$ cat src/rtl/dfd_pkg.sv
`timescale 1ns/1ps
package dfd_pkg;

   typedef enum logic [1:0] {
      ST_IDLE  = 2'd0,
      ST_REQ   = 2'd1,
      ST_BURST = 2'd2
   } dfd_state_e;

   localparam int BLEN_W = 5;

   function automatic logic [BLEN_W-1:0] burst_words(input logic [1:0] sel);
      logic [BLEN_W-1:0] n;
      case (sel)
         2'd0:    n = 5'd4;
         2'd1:    n = 5'd8;
         default: n = 5'd16;
      endcase
      return n;
   endfunction

endpackage

$ cat src/rtl/dfd_fifo.sv
`timescale 1ns/1ps
module dfd_fifo #(
   parameter int DW    = 32,
   parameter int DEPTH = 64,
   localparam int PW   = (DEPTH > 1) ? $clog2(DEPTH) : 1,
   localparam int LW   = $clog2(DEPTH + 1)
) (
   input  logic          clk,
   input  logic          rst_n,
   input  logic          flush,
   input  logic          wr_en,
   input  logic [DW-1:0] wr_data,
   input  logic          rd_req,
   output logic [DW-1:0] rd_data,
   output logic          empty,
   output logic [LW-1:0] level,
   input  logic          uflow_clr,
   output logic          uflow
);

   localparam bit IS_POW2 = (DEPTH & (DEPTH - 1)) == 0;

   logic [DW-1:0] store [DEPTH];
   logic [PW-1:0] wr_ptr, rd_ptr, wr_nxt, rd_nxt;
   logic          full, do_wr, do_rd;

   assign full    = (level == LW'(DEPTH));
   assign empty   = (level == '0);
   assign do_wr   = wr_en && !full && !flush;
   assign do_rd   = rd_req && !empty && !flush;
   assign rd_data = store[rd_ptr];

   generate
      if (IS_POW2) begin : g_ptr_pow2
         assign wr_nxt = wr_ptr + 1'b1;
         assign rd_nxt = rd_ptr + 1'b1;
      end else begin : g_ptr_wrap
         assign wr_nxt = (wr_ptr == PW'(DEPTH - 1)) ? '0 : wr_ptr + 1'b1;
         assign rd_nxt = (rd_ptr == PW'(DEPTH - 1)) ? '0 : rd_ptr + 1'b1;
      end
   endgenerate

   always_ff @(posedge clk) begin
      if (do_wr) store[wr_ptr] <= wr_data;
   end

   always_ff @(posedge clk) begin
      if (!rst_n || flush) begin
         wr_ptr <= '0;
         rd_ptr <= '0;
         level  <= '0;
      end else begin
         if (do_wr) wr_ptr <= wr_nxt;
         if (do_rd) rd_ptr <= rd_nxt;
         case ({do_wr, do_rd})
            2'b10:   level <= level + 1'b1;
            2'b01:   level <= level - 1'b1;
            default: level <= level;
         endcase
      end
   end

   always_ff @(posedge clk) begin
      if (!rst_n)                uflow <= 1'b0;
      else if (rd_req && empty)  uflow <= 1'b1;
      else if (uflow_clr)        uflow <= 1'b0;
   end

   AST_NO_OVERFLOW: assert property (@(posedge clk) disable iff (!rst_n)
      !(wr_en && full));
   AST_LEVEL_BOUND: assert property (@(posedge clk) disable iff (!rst_n)
      level <= LW'(DEPTH));
   AST_FLUSH_EMPTIES: assert property (@(posedge clk) disable iff (!rst_n)
      flush |=> empty);
   AST_UFLOW_STICKY: assert property (@(posedge clk) disable iff (!rst_n)
      (uflow && !uflow_clr) |=> uflow);

endmodule

$ cat src/rtl/dfd_addr_gen.sv
`timescale 1ns/1ps
module dfd_addr_gen #(
   parameter int AW = 32,
   parameter int FW = 20
) (
   input  logic          clk,
   input  logic          rst_n,
   input  logic          restart,
   input  logic          step,
   input  logic [AW-1:0] base,
   input  logic [FW-1:0] frame_words,
   output logic [AW-1:0] addr
);

   logic [FW-1:0] offset;
   logic          at_end;

   assign at_end = (frame_words <= FW'(1)) || (offset >= frame_words - FW'(1));

   generate
      if (FW >= AW) begin : g_off_trunc
         assign addr = base + offset[AW-1:0];
      end else begin : g_off_ext
         assign addr = base + {{(AW-FW){1'b0}}, offset};
      end
   endgenerate

   always_ff @(posedge clk) begin
      if (!rst_n || restart) offset <= '0;
      else if (step)         offset <= at_end ? '0 : offset + 1'b1;
   end

   AST_WRAP_TO_BASE: assert property (@(posedge clk) disable iff (!rst_n)
      (step && !restart && $stable(base) && frame_words > FW'(1) &&
       addr == base + AW'(frame_words) - AW'(1)) |=> (addr == $past(base)));
   AST_STEP_ONE: assert property (@(posedge clk) disable iff (!rst_n)
      (step && !restart && $stable(base) && !at_end) |=> (addr == $past(addr) + AW'(1)));

endmodule

$ cat src/rtl/dfd_burst_ctrl.sv
`timescale 1ns/1ps
module dfd_burst_ctrl
   import dfd_pkg::*;
#(
   parameter int DEPTH = 64,
   localparam int LW   = $clog2(DEPTH + 1)
) (
   input  logic          clk,
   input  logic          rst_n,
   input  logic          enable,
   input  logic [1:0]    burst_sel,
   input  logic [LW-1:0] level,
   input  logic          mem_gnt,
   input  logic          mem_rvalid,
   output logic          mem_req,
   output logic          mem_lock,
   output logic          beat_accept,
   output logic          flush
);

   dfd_state_e        state;
   logic [BLEN_W-1:0] blen_q, beat_cnt, want;
   logic [LW:0]       free;
   logic              room, last_beat;

   assign want      = burst_words(burst_sel);
   assign free      = (LW+1)'(DEPTH) - {1'b0, level};
   assign room      = free >= (LW+1)'(want);
   assign last_beat = (beat_cnt == blen_q - 1'b1);

   assign mem_req     = (state == ST_REQ);
   assign mem_lock    = (state != ST_IDLE);
   assign beat_accept = (state == ST_BURST) && mem_rvalid;
   assign flush       = (state == ST_IDLE) && !enable;

   always_ff @(posedge clk) begin
      if (!rst_n) begin
         state    <= ST_IDLE;
         blen_q   <= 5'd4;
         beat_cnt <= '0;
      end else begin
         case (state)
            ST_IDLE: if (enable && room) begin
               state  <= ST_REQ;
               blen_q <= want;
            end
            ST_REQ: if (mem_gnt) begin
               state    <= ST_BURST;
               beat_cnt <= '0;
            end
            ST_BURST: if (mem_rvalid) begin
               beat_cnt <= beat_cnt + 1'b1;
               if (last_beat) state <= ST_IDLE;
            end
            default: state <= ST_IDLE;
         endcase
      end
   end

   AST_REQ_ROOM: assert property (@(posedge clk) disable iff (!rst_n)
      mem_req |-> ((LW+1)'(DEPTH) - {1'b0, level}) >= (LW+1)'(blen_q));
   AST_LOCK_HOLD: assert property (@(posedge clk) disable iff (!rst_n)
      (mem_lock && !(beat_accept && last_beat)) |=> mem_lock);
   AST_LOCK_DROP: assert property (@(posedge clk) disable iff (!rst_n)
      (beat_accept && last_beat) |=> !mem_lock);
   AST_BEAT_LIMIT: assert property (@(posedge clk) disable iff (!rst_n)
      (state == ST_BURST) |-> (beat_cnt < blen_q));
   AST_BLEN_STABLE: assert property (@(posedge clk) disable iff (!rst_n)
      (mem_lock && $past(mem_lock)) |-> $stable(blen_q));
   AST_NO_REQ_OFF: assert property (@(posedge clk) disable iff (!rst_n)
      $rose(mem_req) |-> $past(enable));

endmodule

$ cat src/rtl/disp_fetch_dma.sv
`timescale 1ns/1ps
module disp_fetch_dma #(
   parameter int AW    = 32,
   parameter int DW    = 32,
   parameter int FW    = 20,
   parameter int DEPTH = 64
) (
   input  logic          clk,
   input  logic          rst_n,
   input  logic          cfg_enable,
   input  logic [AW-1:0] cfg_base,
   input  logic [FW-1:0] cfg_frame_words,
   input  logic [1:0]    cfg_burst_sel,
   input  logic          underflow_clr,
   output logic          mem_req,
   output logic          mem_lock,
   output logic [AW-1:0] mem_addr,
   input  logic          mem_gnt,
   input  logic          mem_rvalid,
   input  logic [DW-1:0] mem_rdata,
   input  logic          pix_pop,
   output logic [DW-1:0] pix_data,
   output logic          pix_empty,
   output logic          underflow
);

   localparam int LW = $clog2(DEPTH + 1);

   generate
      if (DEPTH < 16) begin : g_bad_depth
         $error("DEPTH must hold at least one 16-word burst");
      end
      if (AW < 2 || DW < 1 || FW < 2) begin : g_bad_width
         $error("AW, DW and FW are too small");
      end
   endgenerate

   logic [LW-1:0] level;
   logic          beat_accept, flush;

   dfd_burst_ctrl #(.DEPTH(DEPTH)) u_ctrl (
      .clk         (clk),
      .rst_n       (rst_n),
      .enable      (cfg_enable),
      .burst_sel   (cfg_burst_sel),
      .level       (level),
      .mem_gnt     (mem_gnt),
      .mem_rvalid  (mem_rvalid),
      .mem_req     (mem_req),
      .mem_lock    (mem_lock),
      .beat_accept (beat_accept),
      .flush       (flush)
   );

   dfd_addr_gen #(.AW(AW), .FW(FW)) u_addr (
      .clk         (clk),
      .rst_n       (rst_n),
      .restart     (flush),
      .step        (beat_accept),
      .base        (cfg_base),
      .frame_words (cfg_frame_words),
      .addr        (mem_addr)
   );

   dfd_fifo #(.DW(DW), .DEPTH(DEPTH)) u_fifo (
      .clk       (clk),
      .rst_n     (rst_n),
      .flush     (flush),
      .wr_en     (beat_accept),
      .wr_data   (mem_rdata),
      .rd_req    (pix_pop),
      .rd_data   (pix_data),
      .empty     (pix_empty),
      .level     (level),
      .uflow_clr (underflow_clr),
      .uflow     (underflow)
   );

endmodule

$ cat config.mk
export PLATFORM = sky130hd
export DESIGN_NAME = disp_fetch_dma
export DESIGN_NICKNAME = d
export VERILOG_FILES = /design/src/rtl/dfd_pkg.sv /design/src/rtl/dfd_fifo.sv /design/src/rtl/dfd_addr_gen.sv /design/src/rtl/dfd_burst_ctrl.sv /design/src/rtl/disp_fetch_dma.sv
export SDC_FILE = /design/constraint.sdc
export NUM_CORES = 2
export LEC_CHECK = 0
export ABC_CLOCK_PERIOD_IN_PS = 7600
export BUFFER_PORTS_ARGS = -buffer_cell sky130_fd_sc_hd__clkbuf_2
export CORE_MARGIN = 2
export CORE_UTILIZATION = 70
export CTS_BUF_LIST = sky130_fd_sc_hd__clkbuf_4 sky130_fd_sc_hd__clkbuf_8
export CTS_CLUSTER_DIAMETER = 100
export DETAILED_ROUTE_END_ITERATION = 12
export PLACE_DENSITY = 0.95
export SLEW_MARGIN = 10
export SYNTH_ARGS = -nofsm -noshare
export SYNTH_HDL_FRONTEND = slang
export SYNTH_SLANG_ARGS = --single-unit
$ cat constraint.sdc
create_clock -name clk -period 7.6 [get_ports clk]
set_clock_uncertainty 0.1 [all_clocks]
set_input_delay 1.14 -clock clk [delete_from_list [all_inputs] [get_ports clk]]
set_output_delay 1.14 -clock clk [all_outputs]
set_load 0.02 [all_outputs]
==> impl_metrics.yaml <==
status:
  failed_checks: "design-rule violations"
  status: "finished with violations"
global_routing:
  grt_pass1_wl_um: 359000
  grt_max_degree: 142
  gr-total-overflow: 0
  grt_use_total: 0.438
  grt_pass1_vias: 46721
  antenna_found_initial: 20
power:
  p_leak_uw: 0.0283
  power_frac_clock: 0.415
  internal_power_uw: 17600
  p_seq_frac: 0.567
  netSwitchingPower_uw: 4830
  ir_drop_mv: 0.232
  p_per_area_nw_per_um2: 244
  sw_frac_of_total: 0.215
  comb_power_share: 0.018
layout:
  final_area_sq_um: 91900
  layout_commonest_cell: "edfxtp_1"
  drive_above_1_share: 0.329
  layout_common_cells: "edfxtp_1 (2048), mux4_2 (597), clkbuf_8 (337)"
  nNetsFinal: 4295
  area_growth_syn_to_layout_pct: 11.3
clock_tree:
  cts_hold_buf: 0
  tritoncts: "done"
  cts_num_sinks: 2104
  insertion_delay_ns: 1.00
  cts_setup_buffers: 0
  root_buffer: "clkbuf_8"
  cts_buffer_depth: 4
  htree_levels: 5
  cts_resized: 0
  cts_buffers: 325
  cts.clk_slew.worst_paths_ns: 0.07
route:
  viasPerCell: 8.03
  post_drt_wl_per_cell_um: 44.1
  detail_route.first_pass.iterations: 12
  postRouteWirelength_um: 260000
  drtIter0Drc: 9951
  vias: 47426
  drc: 1
  drtAntennaViolNets: 0
place:
  place_hpwl_um: 146000
  gp_congestion: 0.928
  place_area_sq_um: 85800
  post-place-ws_ns: 2.43
  port_buffers: 160
sta:
  fin_setup_tns_ns: 0
  setup-violations-final: 0
  final_max_slew_viol_count: 0
  fmax_mhz: 154
  worst_pin_slew_ns: 1.36
  fin_crit_sh: 0.852
  max_slew_margin: 0.0960
  period_minus_slack_ns: 6.48
  hold_viol: 0
  grt_setup_unrepaired: "no"
  setup_slack_ns: 1.12
yosys:
  ys.flop_type: "edfxtp_1"
  syn-instance-count: 3744
  yosysWarnings: 0
  synth-compound-area-share: 0.0207
  synth-xor-area-share: 0.00902
  synth_edf_count: 2048
  synth_top_family_by_area: "multiplexers"
  ys_async_sr_fraction: 0
  synth.net_count: 3895
  yosys.area_share.simple: 0.0196
  yosysUniqueCellTypes: 60
  synth_mux_area_frac: 0.172
  ys_seq_area_frac: 0.758
  avgSynthCellArea_sq_um: 22.1
  synth_seq_cells: 2104
  syn-cell-area_sq_um: 82600
  synth_adder_area_share: 0.00897
setup_path:
  arrival_ns: 5.24
  crit_fanout: 91
  crit_type: "reg2out"
  endpoint_kind: "output port"
  r2r_start: "u_fifo.level[0]$_SDFFE_PP0P_"
  required_ns: 6.36
  timing.reg2reg.setup_slack_ns: 2.67
  startpoint_type: "flip-flop"
die:
  coreArea_sq_um: 117000
  dieArea_sq_um: 121000
  rows: 126
  num_io_pins: 161
  initial_core_util: 0.703
  dieWidth_um: 347
  die_h_um: 347
worst_hold_path:
  min_path_type: "in2reg"
  min_from: "cfg_burst_sel[0]"
flow_run:
  maxCapViolCount: 0
area by class of cell:
| cell class | count | area [sq um] |
|---|---|---|
| well taps | 1536 | 1920 |
| multi-input cells | 1426 | 19500 |
| repair buffers | 258 | 1690 |
| flip-flops and latches | 2104 | 62600 |
| clock inverters | 112 | 674 |
| fillers | 4819 | 25500 |
| diodes | 8 | 20.0 |
| inverters | 29 | 109 |
| clock buffers | 435 | 5370 |
power by group through the flow:
| stage | clock [uW] | sequential, uW | combinational, uW |
|---|---|---|---|
| final | 9320 | 12700 | 408 |
| after CTS | 9260 | 12700 | 387 |
| after floorplan | 0 | 13000 | 123 |
| after global routing | 9660 | 12700 | 422 |
| after detailed placement | 0 | 13000 | 384 |
| after global placement | 0 | 13000 | 341 |
worst paths after layout:
kind	cells past startpoint	to
max	9	pix_data[29]
min	2	u_ctrl.blen_q[2]$_SDFFE_PN1P_
max reg2reg	12	u_fifo.level[6]$_SDFFE_PP0P_
min reg2reg	2	u_ctrl.beat_cnt[1]$_SDFFE_PN0P_
worst max-delay path, stage by stage (launching register included):
cell and delay, ns:
dfxtp_4 0.95, buf_12 0.52, mux4_2 0.34, nor2_1 0.05
a2111oi_0 0.82, nor2_1 0.14, o21ai_1 0.32, o21ai_1 0.17
a21oi_1 0.41, clkbuf_2 0.27
per-layer routing:
layer  up-vias  part of all wire  global-route usage
met3      1600              0.15               0.131
met5         -           0.00061                   0
met1     23071              0.28               0.527
met4        24              0.10               0.321
li1      16657                 -                   -
met2      6074              0.47               0.684
sequential cells by signal, indices dropped and copies added, names as in the netlist, named ones only:
| register | cells |
|---|---|
| u_fifo.store | 2048 |
| u_addr.offset | 20 |
| u_fifo.level | 7 |
| u_fifo.rd_ptr | 6 |
| u_fifo.wr_ptr | 6 |
| u_ctrl.beat_cnt | 5 |
| u_ctrl.blen_q | 3 |
| u_ctrl.state | 2 |
| u_fifo.uflow | 1 |
metrics by stage:
step | util | hold slack, ns | power [uW] | instances
after floorplan | - | 0.372 | 13100 | 3744
after global placement | 0.731 | 0.385 | 13300 | 5353
after detailed placement | 0.731 | 0.437 | 13400 | 5353
after CTS | 0.782 | 0.276 | 22400 | 5900
after global routing | 0.783 | 0.315 | 22800 | 5904
final | 0.783 | 0.318 | 22500 | 5908
synthesized netlist by cell type, drive strengths merged (3+ instances only):
cell type | count | area share
o22ai | 26 | 0.0020
inv | 27 | 0.0012
mux4 | 597 | 0.16
a31oi | 4 | 0.00030
o21a | 4 | 0.00036
or4 | 3 | 0.00027
xnor2 | 45 | 0.0048
nand2 | 59 | 0.0027
edfxtp | 2048 | 0.74
dfxtp | 56 | 0.014
ha | 56 | 0.0085
a211oi | 12 | 0.0011
and2 | 3 | 0.00023
a21o | 14 | 0.0013
and3 | 10 | 0.00076
a2111oi | 8 | 0.00085
nand2b | 5 | 0.00038
a21oi | 84 | 0.0051
nor2 | 149 | 0.0068
nor2b | 21 | 0.0016
nand3 | 28 | 0.0017
nand4 | 13 | 0.00098
o211ai | 19 | 0.0017
mux2 | 19 | 0.0026
mux2i | 54 | 0.0065
xor2 | 40 | 0.0042
nor3 | 14 | 0.00085
nor4 | 21 | 0.0016
buf | 103 | 0.0063
or2 | 4 | 0.00030
o21ai | 57 | 0.0035
o221ai | 18 | 0.0019
or3 | 6 | 0.00045
and4 | 4 | 0.00042
clkbuf | 82 | 0.0037
a21boi | 4 | 0.00036
kinds of logic (layout without fill, tap and decap cells):
| family | count (synthesis) | count (layout) |
|---|---|---|
| multiplexers | 670 | 670 |
| flip-flops | 2104 | 2104 |
| AND/OR/NAND/NOR | 346 | 346 |
| buffers and inverters | 214 | 834 |
| other | 0 | 8 |
| AO/OA/AOI/OAI | 267 | 267 |
| XOR/XNOR | 85 | 85 |
| adder cells (fa/ha/maj) | 58 | 58 |
(Power assumes the default switching activity.)
